===== config.mk =====
export PLATFORM = sky130hd
export DESIGN_NAME = rx_poll_seq
export DESIGN_NICKNAME = d
export VERILOG_FILES = /design/src/rtl/rx_poll_pkg.sv /design/src/rtl/rx_poll_sleep_timer.sv /design/src/rtl/rx_poll_warm_timer.sv /design/src/rtl/rx_poll_irq_flag.sv /design/src/rtl/rx_poll_seq.sv
export SDC_FILE = /design/constraint.sdc
export NUM_CORES = 1
export LEC_CHECK = 0
export BUFFER_PORTS_ARGS = -buffer_cell sky130_fd_sc_hd__buf_4
export CAP_MARGIN = 20
export CORE_UTILIZATION = 55
export CTS_CLUSTER_DIAMETER = 120
export DETAILED_ROUTE_END_ITERATION = 10
export PLACE_DENSITY = 0.73
export SLEW_MARGIN = 20
export SYNTH_ARGS = -nofsm -noshare
export SYNTH_HDL_FRONTEND = slang
export SYNTH_HIERARCHICAL = 1
export SYNTH_SLANG_ARGS = --single-unit

===== constraint.sdc =====
create_clock -name clk -period 9.9 [get_ports clk]
set_clock_uncertainty 0.1 [all_clocks]
set_input_delay 2.97 -clock clk [delete_from_list [all_inputs] [get_ports clk]]
set_output_delay 2.97 -clock clk [all_outputs]
set_load 0.05 [all_outputs]

===== src/rtl/rx_poll_pkg.sv =====
package rx_poll_pkg;

    localparam int DEF_SLEEP_W    = 5;
    localparam int DEF_UNIT_HALF  = 2048;
    localparam int DEF_EXT_FACTOR = 8;
    localparam int DEF_WARM_HALF  = 1597;

    typedef enum logic [2:0] {
        PH_IDLE  = 3'd0,
        PH_SLEEP = 3'd1,
        PH_WARM  = 3'd2,
        PH_CHECK = 3'd3,
        PH_HOLD  = 3'd4,
        PH_RECV  = 3'd5
    } phase_e;

    typedef struct packed {
        logic fe_en;
        logic chk_en;
        logic rx_active;
    } fe_ctl_t;

    function automatic fe_ctl_t decode_phase(phase_e p);
        fe_ctl_t c;
        c.fe_en     = (p == PH_WARM) || (p == PH_CHECK) || (p == PH_HOLD) || (p == PH_RECV);
        c.chk_en    = (p == PH_CHECK);
        c.rx_active = (p == PH_WARM) || (p == PH_CHECK) || (p == PH_RECV);
        return c;
    endfunction

    function automatic bit is_pow2(int v);
        return (v > 0) && ((v & (v - 1)) == 0);
    endfunction

endpackage


===== src/rtl/rx_poll_sleep_timer.sv =====
module rx_poll_sleep_timer
    import rx_poll_pkg::*;
#(
    parameter int SLEEP_W    = DEF_SLEEP_W,
    parameter int UNIT_HALF  = DEF_UNIT_HALF,
    parameter int EXT_FACTOR = DEF_EXT_FACTOR
) (
    input  logic               clk,
    input  logic               rst,
    input  logic               load,
    input  logic               run,
    input  logic               tick,
    input  logic [SLEEP_W-1:0] val,
    input  logic               ext,
    output logic               done
);
    localparam int MAX_UNITS = ((1 << SLEEP_W) - 1) * EXT_FACTOR;
    localparam int UNIT_W    = $clog2(MAX_UNITS + 1);
    localparam int PRE_W     = $clog2(UNIT_HALF);
    localparam logic [PRE_W-1:0] PRE_LAST = PRE_W'(UNIT_HALF - 1);

    logic [UNIT_W-1:0] base_units;
    logic [UNIT_W-1:0] load_units;
    logic [UNIT_W-1:0] units_q;
    logic [PRE_W-1:0]  pre_q;

    // zero is promoted to the minimum of one unit
    always_comb begin
        base_units = (val == '0) ? UNIT_W'(1) : UNIT_W'(val);
    end

    generate
        if (is_pow2(EXT_FACTOR)) begin : g_ext_shift
            localparam int SHIFT = $clog2(EXT_FACTOR);
            always_comb load_units = ext ? (base_units << SHIFT) : base_units;
        end else begin : g_ext_mult
            always_comb load_units = ext ? (base_units * UNIT_W'(EXT_FACTOR)) : base_units;
        end
    endgenerate

    assign done = run && tick && (pre_q == PRE_LAST) && (units_q == UNIT_W'(1));

    always_ff @(posedge clk) begin
        if (rst) begin
            units_q <= '0;
            pre_q   <= '0;
        end else if (load) begin
            units_q <= load_units;
            pre_q   <= '0;
        end else if (run && tick) begin
            if (pre_q == PRE_LAST) begin
                pre_q   <= '0;
                units_q <= units_q - UNIT_W'(1);
            end else begin
                pre_q <= pre_q + PRE_W'(1);
            end
        end
    end

    AST_SLEEP_UNITS_NZ: assert property (@(posedge clk) disable iff (rst)
        run |-> (units_q != '0));

    AST_SLEEP_EXT_LOAD: assert property (@(posedge clk) disable iff (rst)
        (load && ext) |=> (units_q >= UNIT_W'(EXT_FACTOR)));

endmodule


===== src/rtl/rx_poll_warm_timer.sv =====
module rx_poll_warm_timer
    import rx_poll_pkg::*;
#(
    parameter int WARM_HALF = DEF_WARM_HALF
) (
    input  logic clk,
    input  logic rst,
    input  logic load,
    input  logic run,
    input  logic tick,
    output logic done
);
    localparam int WARM_W = $clog2(WARM_HALF);
    localparam logic [WARM_W-1:0] WARM_LAST = WARM_W'(WARM_HALF - 1);

    logic [WARM_W-1:0] cnt_q;

    assign done = run && tick && (cnt_q == WARM_LAST);

    always_ff @(posedge clk) begin
        if (rst) begin
            cnt_q <= '0;
        end else if (load) begin
            cnt_q <= '0;
        end else if (run && tick && (cnt_q != WARM_LAST)) begin
            cnt_q <= cnt_q + WARM_W'(1);
        end
    end

    AST_WARM_HOLD: assert property (@(posedge clk) disable iff (rst)
        (run && !tick && !load) |=> $stable(cnt_q));

endmodule


===== src/rtl/rx_poll_irq_flag.sv =====
module rx_poll_irq_flag (
    input  logic clk,
    input  logic rst,
    input  logic set,
    input  logic clr,
    output logic irq
);
    always_ff @(posedge clk) begin
        if (rst)      irq <= 1'b0;
        else if (set) irq <= 1'b1;
        else if (clr) irq <= 1'b0;
    end

    AST_IRQ_CLEAR: assert property (@(posedge clk) disable iff (rst)
        (clr && !set) |=> !irq);

endmodule


===== src/rtl/rx_poll_seq.sv =====
module rx_poll_seq
    import rx_poll_pkg::*;
#(
    parameter int SLEEP_W    = DEF_SLEEP_W,
    parameter int UNIT_HALF  = DEF_UNIT_HALF,
    parameter int EXT_FACTOR = DEF_EXT_FACTOR,
    parameter int WARM_HALF  = DEF_WARM_HALF
) (
    input  logic               clk,
    input  logic               rst,
    input  logic               half_tick,
    input  logic               mode_wr,
    input  logic               mode_poll_on,
    input  logic [SLEEP_W-1:0] sleep_val,
    input  logic               sleep_ext,
    input  logic               poll_mode,
    input  logic               chk_done,
    input  logic               chk_pass,
    input  logic               irq_clr,
    input  logic               rx_bit_err,
    output logic [2:0]         phase,
    output logic               fe_en,
    output logic               chk_en,
    output logic               rx_active,
    output logic               irq
);
    phase_e  ph_q, ph_nxt;
    logic    poll_on_q;
    logic    sleep_done, warm_done;
    logic    sleep_load, warm_load;
    logic    irq_set;
    fe_ctl_t ctl;

    always_ff @(posedge clk) begin
        if (rst)          poll_on_q <= 1'b0;
        else if (mode_wr) poll_on_q <= mode_poll_on;
    end

    always_comb begin
        ph_nxt = ph_q;
        if (mode_wr) begin
            ph_nxt = PH_IDLE;
        end else begin
            unique case (ph_q)
                PH_IDLE:  if (poll_on_q)  ph_nxt = PH_SLEEP;
                PH_SLEEP: if (sleep_done) ph_nxt = PH_WARM;
                PH_WARM:  if (warm_done)  ph_nxt = PH_CHECK;
                PH_CHECK: if (chk_done)
                              ph_nxt = !chk_pass ? PH_SLEEP : (poll_mode ? PH_RECV : PH_HOLD);
                PH_HOLD:  if (irq_clr)    ph_nxt = PH_RECV;
                PH_RECV:  ph_nxt = PH_RECV;
                default:  ph_nxt = PH_IDLE;
            endcase
        end
    end

    always_ff @(posedge clk) begin
        if (rst) ph_q <= PH_IDLE;
        else     ph_q <= ph_nxt;
    end

    assign sleep_load = (ph_nxt == PH_SLEEP) && (ph_q != PH_SLEEP);
    assign warm_load  = (ph_nxt == PH_WARM)  && (ph_q != PH_WARM);
    assign irq_set    = (ph_q == PH_CHECK) && chk_done && chk_pass && !poll_mode && !mode_wr;

    rx_poll_sleep_timer #(
        .SLEEP_W    (SLEEP_W),
        .UNIT_HALF  (UNIT_HALF),
        .EXT_FACTOR (EXT_FACTOR)
    ) u_sleep (
        .clk  (clk),
        .rst  (rst),
        .load (sleep_load),
        .run  (ph_q == PH_SLEEP),
        .tick (half_tick),
        .val  (sleep_val),
        .ext  (sleep_ext),
        .done (sleep_done)
    );

    rx_poll_warm_timer #(
        .WARM_HALF (WARM_HALF)
    ) u_warm (
        .clk  (clk),
        .rst  (rst),
        .load (warm_load),
        .run  (ph_q == PH_WARM),
        .tick (half_tick),
        .done (warm_done)
    );

    rx_poll_irq_flag u_irq (
        .clk (clk),
        .rst (rst),
        .set (irq_set),
        .clr (irq_clr || mode_wr),
        .irq (irq)
    );

    always_comb ctl = decode_phase(ph_q);

    assign phase     = ph_q;
    assign fe_en     = ctl.fe_en;
    assign chk_en    = ctl.chk_en;
    assign rx_active = ctl.rx_active;

    AST_RESET_IDLE: assert property (@(posedge clk)
        $past(rst) |-> (phase == 3'd0) && !irq);

    AST_MODE_ABORT: assert property (@(posedge clk) disable iff (rst)
        mode_wr |=> (phase == 3'd0));

    AST_WARM_STAYS: assert property (@(posedge clk) disable iff (rst)
        (phase == 3'd2) && !half_tick && !mode_wr |=> (phase == 3'd2));

    AST_FAIL_SLEEP: assert property (@(posedge clk) disable iff (rst)
        (phase == 3'd3) && chk_done && !chk_pass && !mode_wr |=> (phase == 3'd1));

    AST_DIRECT_RX: assert property (@(posedge clk) disable iff (rst)
        (phase == 3'd3) && chk_done && chk_pass && poll_mode && !mode_wr
        |=> (phase == 3'd5) && !irq);

    AST_HOLD_IRQ: assert property (@(posedge clk) disable iff (rst)
        (phase == 3'd3) && chk_done && chk_pass && !poll_mode && !mode_wr
        |=> (phase == 3'd4) && irq);

    AST_RX_STICKY: assert property (@(posedge clk) disable iff (rst)
        (phase == 3'd5) && rx_bit_err && !mode_wr |=> (phase == 3'd5));

    AST_CHK_EN_ONLY: assert property (@(posedge clk) disable iff (rst)
        $onehot0({chk_en, irq}));

endmodule


==> impl_summary.log, run 1 <==
INFO  metric groute.layer.met3.usage = 4.11%
INFO  metric clk_root_buffer_cell = clkbuf_8
INFO  metric grt_util_met1 = 29.8%
INFO  metric drv_slew = 0
INFO  metric yosysSeqAreaShare = 33.2%
INFO  metric cts_setup_buffers = 0
INFO  metric antenna_left = 0
INFO  metric worst_ep_required_time = 10010 ps
INFO  metric p_int = 218 uW
INFO  metric synth_cells = 247
INFO  metric asyncSetResetFlopFracSynth = 0%
INFO  metric initial_utilization = 57.7%
INFO  metric post-synth-top-area-cell = dfxtp_1
INFO  metric drt-initial-drc-count = 129
INFO  metric r2r_end = u_sleep/units_q[7]
INFO  metric tritoncts_num_sinks = 35
INFO  metric layout_commonest_cell = dfxtp_1
INFO  metric result_of_the_run = finished, final reports clean
INFO  metric netlist-cell-type-count = 58
INFO  metric pre_cts_ws = 4020 ps
INFO  metric postSynthRegisterBits = 35
INFO  metric floorplan.io_pins = 23
INFO  metric cts_resized = 0
INFO  metric grt_use_total = 22.7%
INFO  metric grt_overflow = 0
INFO  metric critPathLaunchType = primary input
INFO  metric clk_latency = 280 ps
INFO  metric final_nets = 288
INFO  metric count_of_antenna_diodes_in_the_layout = 0
INFO  metric achievable-frequency = 0.178 GHz
INFO  metric cts-buffers-inserted = 5
INFO  metric timing.final.ws_setup = 4280 ps
INFO  metric drtPass1Iterations = 4
INFO  metric first_global_vias = 1662
INFO  metric setup.worst_path.class = primary input to flop
INFO  metric dieArea = 4090 um^2
INFO  metric floorplan.die.width = 64.0 um
INFO  metric grt_antenna_before_repair = 0
INFO  metric wire_length_of_the_first_global_routing_pass = 7.33 mm
INFO  metric grt_start_max_net_pins = 16
INFO  metric most-common-layout-cells = 35 x dfxtp_1, 26 x nor2_1, 21 x buf_4
INFO  metric finalWeightedCongestion = 0.779
INFO  metric cts_hold_repair.buffers = 0
INFO  metric clock_tree.buffer_depth = 2
INFO  metric setup.reg_to_reg.worst_slack = 5740 ps
INFO  metric power.switching_fraction = 23.3%
INFO  metric setup_viol_count_final = 0
INFO  metric rsz0062_at_grt = false
INFO  metric power.clock.fraction = 39.9%
INFO  metric r2r-start = phase[0]
INFO  metric path_max_fanout = 11
INFO  metric syn_nets = 268
INFO  metric utilization = 64.9%
INFO  metric count_of_input_and_output_buffers = 21
INFO  metric yosys_warnings = 6
INFO  metric route.final.wire_length = 4.20 mm
INFO  metric min_period_over_period = 56.8%
INFO  metric layout-drive-gt1-share = 20.1%
INFO  metric hold_violation_total_from_the_final_report = 0
INFO  metric placementRows = 22
INFO  metric design.core.area = 3660 um^2
INFO  metric place_hpwl = 3.01 mm
INFO  metric grt_most_used_layer = met2
INFO  metric timing.hold.worst.class = flop to flop
INFO  metric synthesis.area = 2110 um^2
INFO  metric min_period = 5620 ps
INFO  metric critical_path_arrival = 5730 ps
INFO  metric tritoncts = built
INFO  metric max_cap_viol_count = 0
INFO  metric seq_power_share = 50.9%
INFO  metric drcViolationCount = 0
INFO  metric worst_ir_drop_vdd = 0.0000515 V
INFO  metric power.density = 120 nW/um^2
INFO  metric worst_setup_path_endpoint = u_sleep/units_q[7]
INFO  metric post_drt_via_cell_ratio = 5.81
INFO  metric vias = 1835
INFO  metric combPwrFrac = 9.2%
INFO  metric final.setup.tns = 0 ps
INFO  metric count_of_h_tree_levels_built_during_cts = 2
INFO  metric power.leakage = 0.882 nW
INFO  metric synth_largest_type_area_fraction = 33.2%
INFO  metric dominantRegCellSynth = dfxtp_1
INFO  metric endpoint_kind = flop
INFO  metric avgRoutedWirePerCell = 13.3 um
INFO  metric hold_ws = 381 ps
INFO  metric synth_enable_flop_cells = 0
INFO  metric clk_pin_slew = 70 ps
INFO  metric die-height = 64.0 um
INFO  metric startpoint = half_tick
INFO  metric worst-r2r-cell-count = 13
INFO  metric maxSlewHeadroom = 55.0%
INFO  metric switchingPower = 66.2 uW
INFO  metric yosys-top-cells-area = dfxtp_1 33%, nor2_1 4.6%, xnor2_1 4.6%, nand2_1 3.4%, ha_1 3.0%
INFO  metric max_slew.worst_pin.slew = 669 ps
INFO  metric met2_capacity_usage_during_global_routing = 36.0%
INFO  metric total_power = 285 uW
INFO  metric area.growth.synth_to_final = 12.6%
INFO  metric synth.avg_cell_area = 8.55 um^2
power by group through the flow:
stage	sequential, mW	clock (mW)	combinational, mW
finish	0.145	0.114	0.0261
detailed placement	0.148	0	0.0257
global placement	0.148	0	0.0256
CTS	0.145	0.117	0.0259
global route	0.145	0.122	0.0293
floorplan	0.148	0	0.0162
kinds of logic after synthesis:
group,after synthesis,share of synthesized area [%]
xor+xnor,16,6.63
simple gates,131,38.6
flops,35,33.2
fa+ha+maj,5,2.96
compound gates,34,11.0
buf+inv,20,4.68
mux,6,2.96
per-layer routing:
layer	vias to the layer above	part of all wire (%)	routed length [um]
li1	935	-	-
met1	860	49	2060
met2	36	46	1950
met3	4	3.0	124
met4	0	1.5	61
met5	-	0	0
synthesized netlist by cell type (2+ instances only):
| cell | n |
|---|---|
| and4_1 | 4 |
| ha_1 | 5 |
| mux2i_1 | 4 |
| and4_2 | 2 |
| nand2_1 | 19 |
| buf_4 | 2 |
| nand3b_1 | 4 |
| clkbuf_1 | 4 |
| and3_1 | 3 |
| a2bb2oi_1 | 2 |
| nor4b_1 | 2 |
| o21ai_0 | 8 |
| nand3_1 | 11 |
| nand4_1 | 4 |
| nor2b_1 | 2 |
| nor3_1 | 12 |
| nand2b_1 | 6 |
| nor4_1 | 7 |
| nor2_1 | 26 |
| nor4_2 | 2 |
| dfxtp_1 | 35 |
| buf_6 | 2 |
| a31oi_1 | 5 |
| xnor2_1 | 11 |
| nand4_2 | 2 |
| a211oi_1 | 5 |
| or3_1 | 3 |
| or2_2 | 4 |
| a22oi_1 | 2 |
| inv_1 | 11 |
| a21oi_1 | 5 |
| mux2_2 | 2 |
| xor2_1 | 5 |
| nand4b_1 | 2 |
worst max-delay path: stages:
cell and delay (ps):
buf_4 150, nand3b_1 90, nor4_1 530, and4_1 390
nand2b_1 90, a221oi_2 350, a221oi_1 200, clkbuf_2 190
nor2_1 280, nand2_1 140, mux2_2 270, o211ai_1 90
registers in the layout, summed over array words and instances, names as in the netlist:
| name | count |
|---|---|
| phase | 3 |
| poll_on_q | 1 |
| u_irq/irq | 1 |
| u_sleep/pre_q | 11 |
| u_sleep/units_q | 8 |
| u_warm/cnt_q | 11 |
area by class of cell:
type	instances	area, um^2
Sequential cell	35	701
Timing Repair Buffer	22	163
Fill cell	336	1280
Inverter	11	41.3
Multi-Input combinational cell	192	1310
Tap cell	48	60.1
Clock buffer	8	100
worst min path at each step:
stage                startpoint          endpoint  depth (start not counted)
2_1_floorplan  u_sleep/pre_q[1]  u_sleep/pre_q[1]                          2
3_3_place_gp   u_sleep/pre_q[1]  u_sleep/pre_q[1]                          2
3_5_place_dp   u_sleep/pre_q[1]  u_sleep/pre_q[1]                          2
4_1_cts        u_sleep/pre_q[1]  u_sleep/pre_q[1]                          2
5_1_grt        u_sleep/pre_q[1]  u_sleep/pre_q[1]                          2
6_report       u_sleep/pre_q[1]  u_sleep/pre_q[1]                          2
metrics by stage:
stage	cell area, um^2	instances
detailed placement	2270	307
global route	2380	316
floorplan	2110	247
global placement	2270	307
finish	2380	316
CTS	2370	315
(Power assumes the default switching activity.)
==> inputs of run 2 (changes only) <==
ABC_AREA = 1   (was not set)
CORE_UTILIZATION = 53   (was 55)
PLACE_DENSITY = 0.74   (was 0.73)
clock period = 4.6 ns   (was 9.9 ns; I/O delays follow)
==> run 2 against run 1 <==
- count of clock-buffer cells in the layout did not move
- utilization decreased by 1.8 points
- first-iteration DRC count shrank 33%
- synthesized cell count rose by 48%
- register-to-register slack got worse by 4300 ps
- flip-flop and latch count did not move
- combinational power rose by 89%
- critical path depth grew 6
- area after synthesis up 8.6%
- clock power is 120% higher
- critical path type unchanged
- highest routed layer unchanged
==> impl_summary.log, run 2 <==
INFO  metric layout-drive-gt1-share = 15.9% (was 20.1%)
INFO  metric design.core.area = 4090 um^2 (was 3660 um^2)
INFO  metric path_max_fanout = 13 (was 11)
INFO  metric met2_capacity_usage_during_global_routing = 37.4% (was 36.0%)
INFO  metric critical_path.slowest_cell = nor2_1 (was nor4_1)
INFO  metric power.leakage = 1.15 nW (was 0.882 nW)
INFO  metric drtPass1Iterations = 4 (unchanged)
INFO  metric asyncSetResetFlopFracSynth = 0% (unchanged)
INFO  metric netlist-cell-type-count = 34 (was 58)
INFO  metric initial_utilization = 56.2% (was 57.7%)
INFO  metric groute.layer.met3.usage = 5.07% (was 4.11%)
INFO  metric drcViolationCount = 0 (unchanged)
INFO  metric count_of_h_tree_levels_built_during_cts = 2 (unchanged)
INFO  metric setup.worst_path.class = primary input to flop (unchanged)
INFO  metric tritoncts_num_sinks = 35 (unchanged)
INFO  metric count_of_antenna_diodes_in_the_layout = 0 (unchanged)
INFO  metric avgRoutedWirePerCell = 10.5 um (was 13.3 um)
INFO  metric critical_path.cell_chain = buf_4 -> nand2_2 -> inv_1 -> nand3_1 -> nor2_1 -> nand2_1 -> nor2_1 -> inv_1 -> nand4_1 -> nand3_2 -> o21ai_2 -> nor2_1 -> inv_2 -> nand2_1 -> nand2_4 -> nand2_1 -> nand2_1 -> nor2_1 (was buf_4 -> nand3b_1 -> nor4_1 -> and4_1 -> nand2b_1 -> a221oi_2 -> a221oi_1 -> clkbuf_2 -> nor2_1 -> nand2_1 -> mux2_2 -> o211ai_1)
INFO  metric synthesis.area = 2290 um^2 (was 2110 um^2)
INFO  metric synth_enable_flop_cells = 0 (unchanged)
INFO  metric largest_registers = u_sleep/pre_q: 11 flops, u_warm/cnt_q: 11 flops, u_sleep/units_q: 8 flops (unchanged)
INFO  metric yosys-top-cells-count = 97 x nand2_1, 61 x nor2_1, 45 x inv_1 (was 35 x dfxtp_1, 26 x nor2_1, 19 x nand2_1)
INFO  metric timing.hold.worst.class = flop to flop (unchanged)
INFO  metric layout_commonest_cell = nand2_1 (was dfxtp_1)
INFO  metric seq_power_share = 50.9% (about the same)
INFO  metric tritoncts = built (unchanged)
INFO  metric grt_util_met1 = 29.1% (was 29.8%)
INFO  metric endpoint_kind = flop (unchanged)
INFO  metric worst_path_largest_cell_delay = 220 ps (was 530 ps)
INFO  metric clk_pin_slew = 70 ps (about the same)
INFO  metric switchingPower = 142 uW (was 66.2 uW)
INFO  metric wire_length_of_the_first_global_routing_pass = 7.93 mm (was 7.33 mm)
INFO  metric floorplan.io_pins = 23 (unchanged)
INFO  metric vias = 2225 (was 1835)
INFO  metric syn_nets = 386 (was 268)
INFO  metric min_period = 3580 ps
INFO  metric grt_antenna_before_repair = 0 (unchanged)
INFO  metric grt_start_max_net_pins = 15 (was 16)
INFO  metric cts_hold_repair.buffers = 0 (unchanged)
INFO  metric post_drt_via_cell_ratio = 5.06 (was 5.81)
INFO  metric grt_most_used_layer = met2 (unchanged)
INFO  metric synth_largest_type_area_fraction = 30.5% (was 33.2%)
INFO  metric synth.avg_cell_area = 6.29 um^2 (was 8.55 um^2)
INFO  metric antenna_left = 0 (unchanged)
INFO  metric power.switching_fraction = 23.5% (was 23.3%)
INFO  metric cts_setup_buffers = 0 (unchanged)
INFO  metric worst_ir_drop_vdd = 0.000131 V (was 0.0000515 V)
INFO  metric setup_viol_count_final = 0 (unchanged)
INFO  metric worst-path-buf-inv = 4 (was 2)
INFO  metric utilization = 63.2% (was 64.9%)
INFO  metric max_cap_viol_count = 0 (unchanged)
INFO  metric drv_slew = 0 (unchanged)
INFO  metric footprint_of_the_flip_flops_and_latches = 701 um^2 (unchanged)
INFO  metric worst_ep_required_time = 4680 ps (was 10010 ps)
INFO  metric rsz0062_at_grt = false (unchanged)
INFO  metric clock_tree.buffer_depth = 2 (unchanged)
INFO  metric hold_violation_total_from_the_final_report = 0 (unchanged)
INFO  metric yosysSeqAreaShare = 30.5% (was 33.2%)
INFO  metric final.setup.tns = 0 ps (unchanged)
INFO  metric place_hpwl = 3.53 mm (was 3.01 mm)
INFO  metric maxSlewHeadroom = 65.0% (was 55.0%)
INFO  metric grt_use_total = 22.9% (was 22.7%)
INFO  metric post-synth-top-area-cell = dfxtp_1 (unchanged)
INFO  metric cts_resized = 0 (unchanged)
INFO  metric yosys_warnings = 6 (unchanged)
INFO  metric p_int = 461 uW (was 218 uW)
INFO  metric max_slew.worst_pin.slew = 524 ps (was 669 ps)
INFO  metric floorplan.die.width = 67.8 um (was 64.0 um)
INFO  metric combPwrFrac = 8.2% (was 9.2%)
INFO  metric post-synth-top-count-cell = nand2_1 (was dfxtp_1)
INFO  metric power.density = 233 nW/um^2 (was 120 nW/um^2)
INFO  metric postSynthRegisterBits = 35 (unchanged)
INFO  metric n_fill_cell = 399 (was 336)
INFO  metric critical-path-top-delay-family = simple AND/OR/NAND/NOR gates (unchanged)
INFO  metric cts-buffers-inserted = 5 (unchanged)
INFO  metric clk_latency = 290 ps (was 280 ps)
INFO  metric grt_overflow = 0 (unchanged)
INFO  metric yosys-top-cells-area = dfxtp_1 31%, nand2_1 16%, nor2_1 10%, inv_1 7.4%, nand3_1 6.5% (was dfxtp_1 33%, nor2_1 4.6%, xnor2_1 4.6%, nand2_1 3.4%, ha_1 3.0%)
INFO  metric most-common-layout-cells = 97 x nand2_1, 61 x nor2_1, 45 x inv_1 (was 35 x dfxtp_1, 26 x nor2_1, 21 x buf_4)
INFO  metric count_of_input_and_output_buffers = 21 (unchanged)
INFO  metric final_nets = 410 (was 288)
INFO  metric critPathLaunchType = primary input (unchanged)
INFO  metric min_period_over_period = 77.9%
INFO  metric finalWeightedCongestion = 0.869 (was 0.779)
INFO  metric power.clock.fraction = 41.0% (was 39.9%)
INFO  metric critical_path_arrival = 3670 ps (was 5730 ps)
INFO  metric first_global_vias = 1918 (was 1662)
INFO  metric placementRows = 23 (was 22)
INFO  metric die-height = 67.8 um (was 64.0 um)
INFO  metric synth_cells = 365 (was 247)
INFO  metric achievable-frequency = 0.279 GHz
INFO  metric dominantRegCellSynth = dfxtp_1 (unchanged)
INFO  metric area.growth.synth_to_final = 12.5% (was 12.6%)
INFO  metric multi_input_area = 1370 um^2 (was 1310 um^2)
INFO  metric route.final.wire_length = 4.61 mm (was 4.20 mm)
INFO  metric dieArea = 4600 um^2 (was 4090 um^2)
INFO  metric result_of_the_run = finished, final reports clean (unchanged)
INFO  metric clk_root_buffer_cell = clkbuf_8 (unchanged)
INFO  metric drt-initial-drc-count = 87 (was 129)
[run 2: area by class of cell]
class / count / area share (%)
multi-input cells: 275 / 53.0
flip-flops and latches: 35 / 27.1
inverters: 51 / 7.42
repair buffers: 21 / 6.11
clock buffers: 8 / 3.88
well taps: 50 / 2.42
[run 2: per-stage QoR]
step / worst slack (ps) / cells / hold slack (ps) / total power, mW / cell area, um^2
2_1_floorplan: 1260 / 365 / 334 / 0.343 / 2290
3_3_place_gp: 743 / 432 / 357 / 0.362 / 2480
3_5_place_dp: 732 / 432 / 358 / 0.363 / 2480
4_1_cts: 1040 / 440 / 368 / 0.612 / 2580
5_1_grt: 718 / 440 / 381 / 0.630 / 2580
6_report: 1020 / 440 / 365 / 0.602 / 2580
[run 2: kinds of logic after synthesis]
group	after synthesis	share of synthesized area, %
compound gates	35	8.34
xor+xnor	5	1.91
fa+ha+maj	5	2.73
buf+inv	55	9.81
flops	35	30.5
simple gates	230	46.7
[run 2: final timing paths]
check	cells past startpoint	slack (ps)	end	startpoint
worst min register to register	2	360	poll_on_q	poll_on_q
worst max register to register	18	1400	u_sleep/units_q[0]	phase[2]
worst min-delay path	2	360	poll_on_q	poll_on_q
worst max-delay path	18	1020	u_sleep/units_q[0]	half_tick
[run 2: metal layers]
layer | vias to the layer above | part of all wire [%]
met5 | - | 0
met2 | 25 | 46
li1 | 1202 | -
met3 | 5 | 2.7
met1 | 993 | 50
met4 | 0 | 1.4
[run 2: power groups by stage]
stage	clock network (mW)	logic (mW)	registers [mW]
final	0.247	0.0492	0.306
after floorplan	0	0.0293	0.314
after CTS	0.256	0.0493	0.306
after global routing	0.267	0.0562	0.306
after detailed placement	0	0.0492	0.313
after global placement	0	0.0487	0.313
[run 2: tightest hold or removal path, cell delays in order (launching register included)]
cell     delay, ps
dfxtp_1        310
nand2_1         60
a21oi_1         50
==> inputs of run 3 (changes only) <==
ABC_AREA = 0   (was 1)
CORE_UTILIZATION = 55   (was 53)
PLACE_DENSITY = 0.73   (was 0.74)
clock period = 3.35 ns   (was 4.6 ns; I/O delays follow)
==> run 3 against run 2 <==
- first-iteration DRC count decreased by 10%
- worst hold slack improved by 0.69 ps
- flip-flop and latch count unchanged
- worst setup slack got worse by 650 ps
- largest cell class unchanged
- highest routed layer unchanged
- critical path depth decreased by 7
- routed wire length decreased by 5.8%
- global-route usage increased by 0.60 points
- largest power group unchanged
- via count decreased by 18%
- count of clock-buffer cells in the layout decreased by 3
- utilization increased by 4.3 points
- register-to-register slack got worse by 1000 ps
- power increased by 48%
==> impl_summary.log, run 3 (synthesis gave the netlist of run 1 again) <==
INFO  metric critPathLaunchType = flop (was primary input)
INFO  metric drt-initial-drc-count = 78 (was 87)
INFO  metric setup.worst_path.class = flop to flop (was primary input to flop)
INFO  metric timing.hold.worst.class = flop to flop (unchanged)
INFO  metric worst_ir_drop_vdd = 0.000264 V (was 0.000131 V)
INFO  metric cts-buffers-inserted = 5 (unchanged)
INFO  metric first_global_vias = 1709 (was 1918)
INFO  metric floorplan.die.width = 64.0 um (was 67.8 um)
INFO  metric area.growth.synth_to_final = 16.9% (was 12.5%)
INFO  metric rsz0062_at_grt = false (unchanged)
INFO  metric most-common-layout-cells = 34 x dfxtp_1, 31 x buf_4, 26 x nor2_1 (was 97 x nand2_1, 61 x nor2_1, 45 x inv_1)
INFO  metric wire_length_of_the_first_global_routing_pass = 7.49 mm (was 7.93 mm)
INFO  metric combPwrFrac = 9.3% (was 8.2%)
INFO  metric result_of_the_run = finished, final reports clean (unchanged)
INFO  metric die-height = 64.0 um (was 67.8 um)
INFO  metric route.final.wire_length = 4.35 mm (was 4.61 mm)
INFO  metric antenna_left = 0 (unchanged)
INFO  metric critical_path_arrival = 3090 ps (was 3670 ps)
INFO  metric p_int = 684 uW (was 461 uW)
INFO  metric pre_cts_ws = 105 ps (was 732 ps)
INFO  metric footprint_of_the_flip_flops_and_latches = 702 um^2 (was 701 um^2)
INFO  metric drcViolationCount = 0 (unchanged)
INFO  metric final.setup.tns = 0 ps (unchanged)
INFO  metric tritoncts = built (unchanged)
INFO  metric switchingPower = 210 uW (was 142 uW)
INFO  metric finalWeightedCongestion = 0.784 (was 0.869)
INFO  metric power.density = 362 nW/um^2 (was 233 nW/um^2)
INFO  metric floorplan.io_pins = 23 (unchanged)
INFO  metric count_of_h_tree_levels_built_during_cts = 2 (unchanged)
INFO  metric critical_path.cell_chain = ha_1 -> nand4_2 -> nor4_2 -> and4_1 -> nand2b_1 -> a221oi_2 -> a221oi_1 -> nor2_1 -> nand4b_1 -> mux2_2 -> o211ai_1 (was buf_4 -> nand2_2 -> inv_1 -> nand3_1 -> nor2_1 -> nand2_1 -> nor2_1 -> inv_1 -> nand4_1 -> nand3_2 -> o21ai_2 -> nor2_1 -> inv_2 -> nand2_1 -> nand2_4 -> nand2_1 -> nand2_1 -> nor2_1)
INFO  metric vias = 1824 (was 2225)
INFO  metric clk_latency = 290 ps (about the same)
INFO  metric layout_commonest_cell = dfxtp_1 (was nand2_1)
INFO  metric path_max_fanout = 6 (was 13)
INFO  metric count_of_antenna_diodes_in_the_layout = 0 (unchanged)
INFO  metric drv_slew = 0 (unchanged)
INFO  metric clock_tree.buffer_depth = 2 (unchanged)
INFO  metric initial_utilization = 57.7% (was 56.2%)
INFO  metric place_hpwl = 3.19 mm (was 3.53 mm)
INFO  metric placementRows = 22 (was 23)
INFO  metric critical_path.slowest_cell = dfxtp_1 (was nor2_1)
INFO  metric drtPass1Iterations = 4 (unchanged)
INFO  metric post_drt_via_cell_ratio = 5.61 (was 5.06)
INFO  metric max_slew.worst_pin.slew = 427 ps (was 524 ps)
INFO  metric clk_root_buffer_cell = clkbuf_8 (unchanged)
INFO  metric grt_overflow = 0 (unchanged)
INFO  metric grt_antenna_before_repair = 0 (unchanged)
INFO  metric clk_pin_slew = 70 ps (about the same)
INFO  metric count_of_input_and_output_buffers = 21 (unchanged)
INFO  metric min_period = 2980 ps
INFO  metric power.switching_fraction = 23.5% (about the same)
INFO  metric setup_viol_count_final = 0 (unchanged)
INFO  metric n_fill_cell = 330 (was 399)
INFO  metric cts_setup_buffers = 0 (unchanged)
INFO  metric endpoint_kind = flop (unchanged)
INFO  metric seq_power_share = 47.9% (was 50.9%)
INFO  metric cts_hold_repair.buffers = 0 (unchanged)
INFO  metric power.clock.fraction = 42.8% (was 41.0%)
INFO  metric power.leakage = 0.935 nW (was 1.15 nW)
INFO  metric layout-drive-gt1-share = 24.2% (was 15.9%)
INFO  metric hold_violation_total_from_the_final_report = 0 (unchanged)
INFO  metric multi_input_area = 1320 um^2 (was 1370 um^2)
INFO  metric worst_path_largest_cell_delay = 360 ps (was 220 ps)
INFO  metric grt_use_total = 23.5% (was 22.9%)
INFO  metric total_power = 895 uW (was 602 uW)
INFO  metric min_period_over_period = 88.9%
INFO  metric avgRoutedWirePerCell = 13.4 um (was 10.5 um)
INFO  metric tritoncts_num_sinks = 35 (unchanged)
INFO  metric grt_start_max_net_pins = 16 (was 15)
INFO  metric max_cap_viol_count = 0 (unchanged)
INFO  metric largest_registers = u_sleep/pre_q: 11 flops, u_warm/cnt_q: 11 flops, u_sleep/units_q: 8 flops (unchanged)
INFO  metric final_nets = 297 (was 410)
INFO  metric achievable-frequency = 0.336 GHz
INFO  metric worst_ep_required_time = 3460 ps (was 4680 ps)
INFO  metric timing.final.ws_setup = 370 ps (was 1020 ps)
INFO  metric design.core.area = 3660 um^2 (was 4090 um^2)
INFO  metric maxSlewHeadroom = 71.3% (was 65.0%)
INFO  metric cts_resized = 0 (unchanged)
INFO  metric dieArea = 4090 um^2 (was 4600 um^2)
-- run 3: worst paths after layout --
path               startpoint            endpoint  slack [ps]  cells past startpoint
min reg2reg  u_sleep/pre_q[1]    u_sleep/pre_q[1]         370                      2
max          u_sleep/pre_q[0]  u_sleep/units_q[7]         370                     11
max reg2reg  u_sleep/pre_q[0]  u_sleep/units_q[7]         370                     11
min          u_sleep/pre_q[1]    u_sleep/pre_q[1]         370                      2
-- run 3: layer usage --
layer / share of wire [%] / wire [um] / vias to the layer above / GRT usage [%]
met5: 0 / 0 / - / 0
met1: 48 / 2100 / 840 / 29.5
met3: 3.0 / 132 / 8 / 5.89
met2: 47 / 2040 / 24 / 38.8
met4: 1.6 / 69 / 0 / 8.24
li1: - / - / 952 / -
-- run 3: worst max-delay path, delay by kind of cell, from the launching register on --
| family | cells | cell delay (ps) |
|---|---|---|
| and+or+nand+nor | 6 | 1400 |
| AOI/OAI and AO/OA | 3 | 550 |
| DFF | 1 | 360 |
| muxes | 1 | 280 |
| adders and majority gates | 1 | 220 |
-- run 3: metrics by stage --
step	hold slack (ps)	cells	cell area, um^2	util [%]
2_1_floorplan	344	247	2120	-
3_3_place_gp	358	317	2360	64.4
3_5_place_dp	359	317	2360	64.4
4_1_cts	369	325	2470	67.5
5_1_grt	398	325	2470	67.5
6_report	366	325	2470	67.5
-- run 3: power by group through the flow --
stage / sequential [mW] / clock, mW / combinational, mW
final: 0.428 / 0.383 / 0.0832
after global routing: 0.429 / 0.415 / 0.0920
after CTS: 0.428 / 0.394 / 0.0835
after detailed placement: 0.438 / 0 / 0.0833
after global placement: 0.438 / 0 / 0.0824
after floorplan: 0.437 / 0 / 0.0480
-- run 3: cell type report --
| cell class | instances | share of cell area (%) |
|---|---|---|
| Clock buffer | 5 | 2.79 |
| Clock inverter | 3 | 1.77 |
| Inverter | 11 | 1.67 |
| Multi-Input combinational cell | 192 | 53.5 |
| Sequential cell | 35 | 28.4 |
| Tap cell | 48 | 2.43 |
| Timing Repair Buffer | 31 | 9.42 |
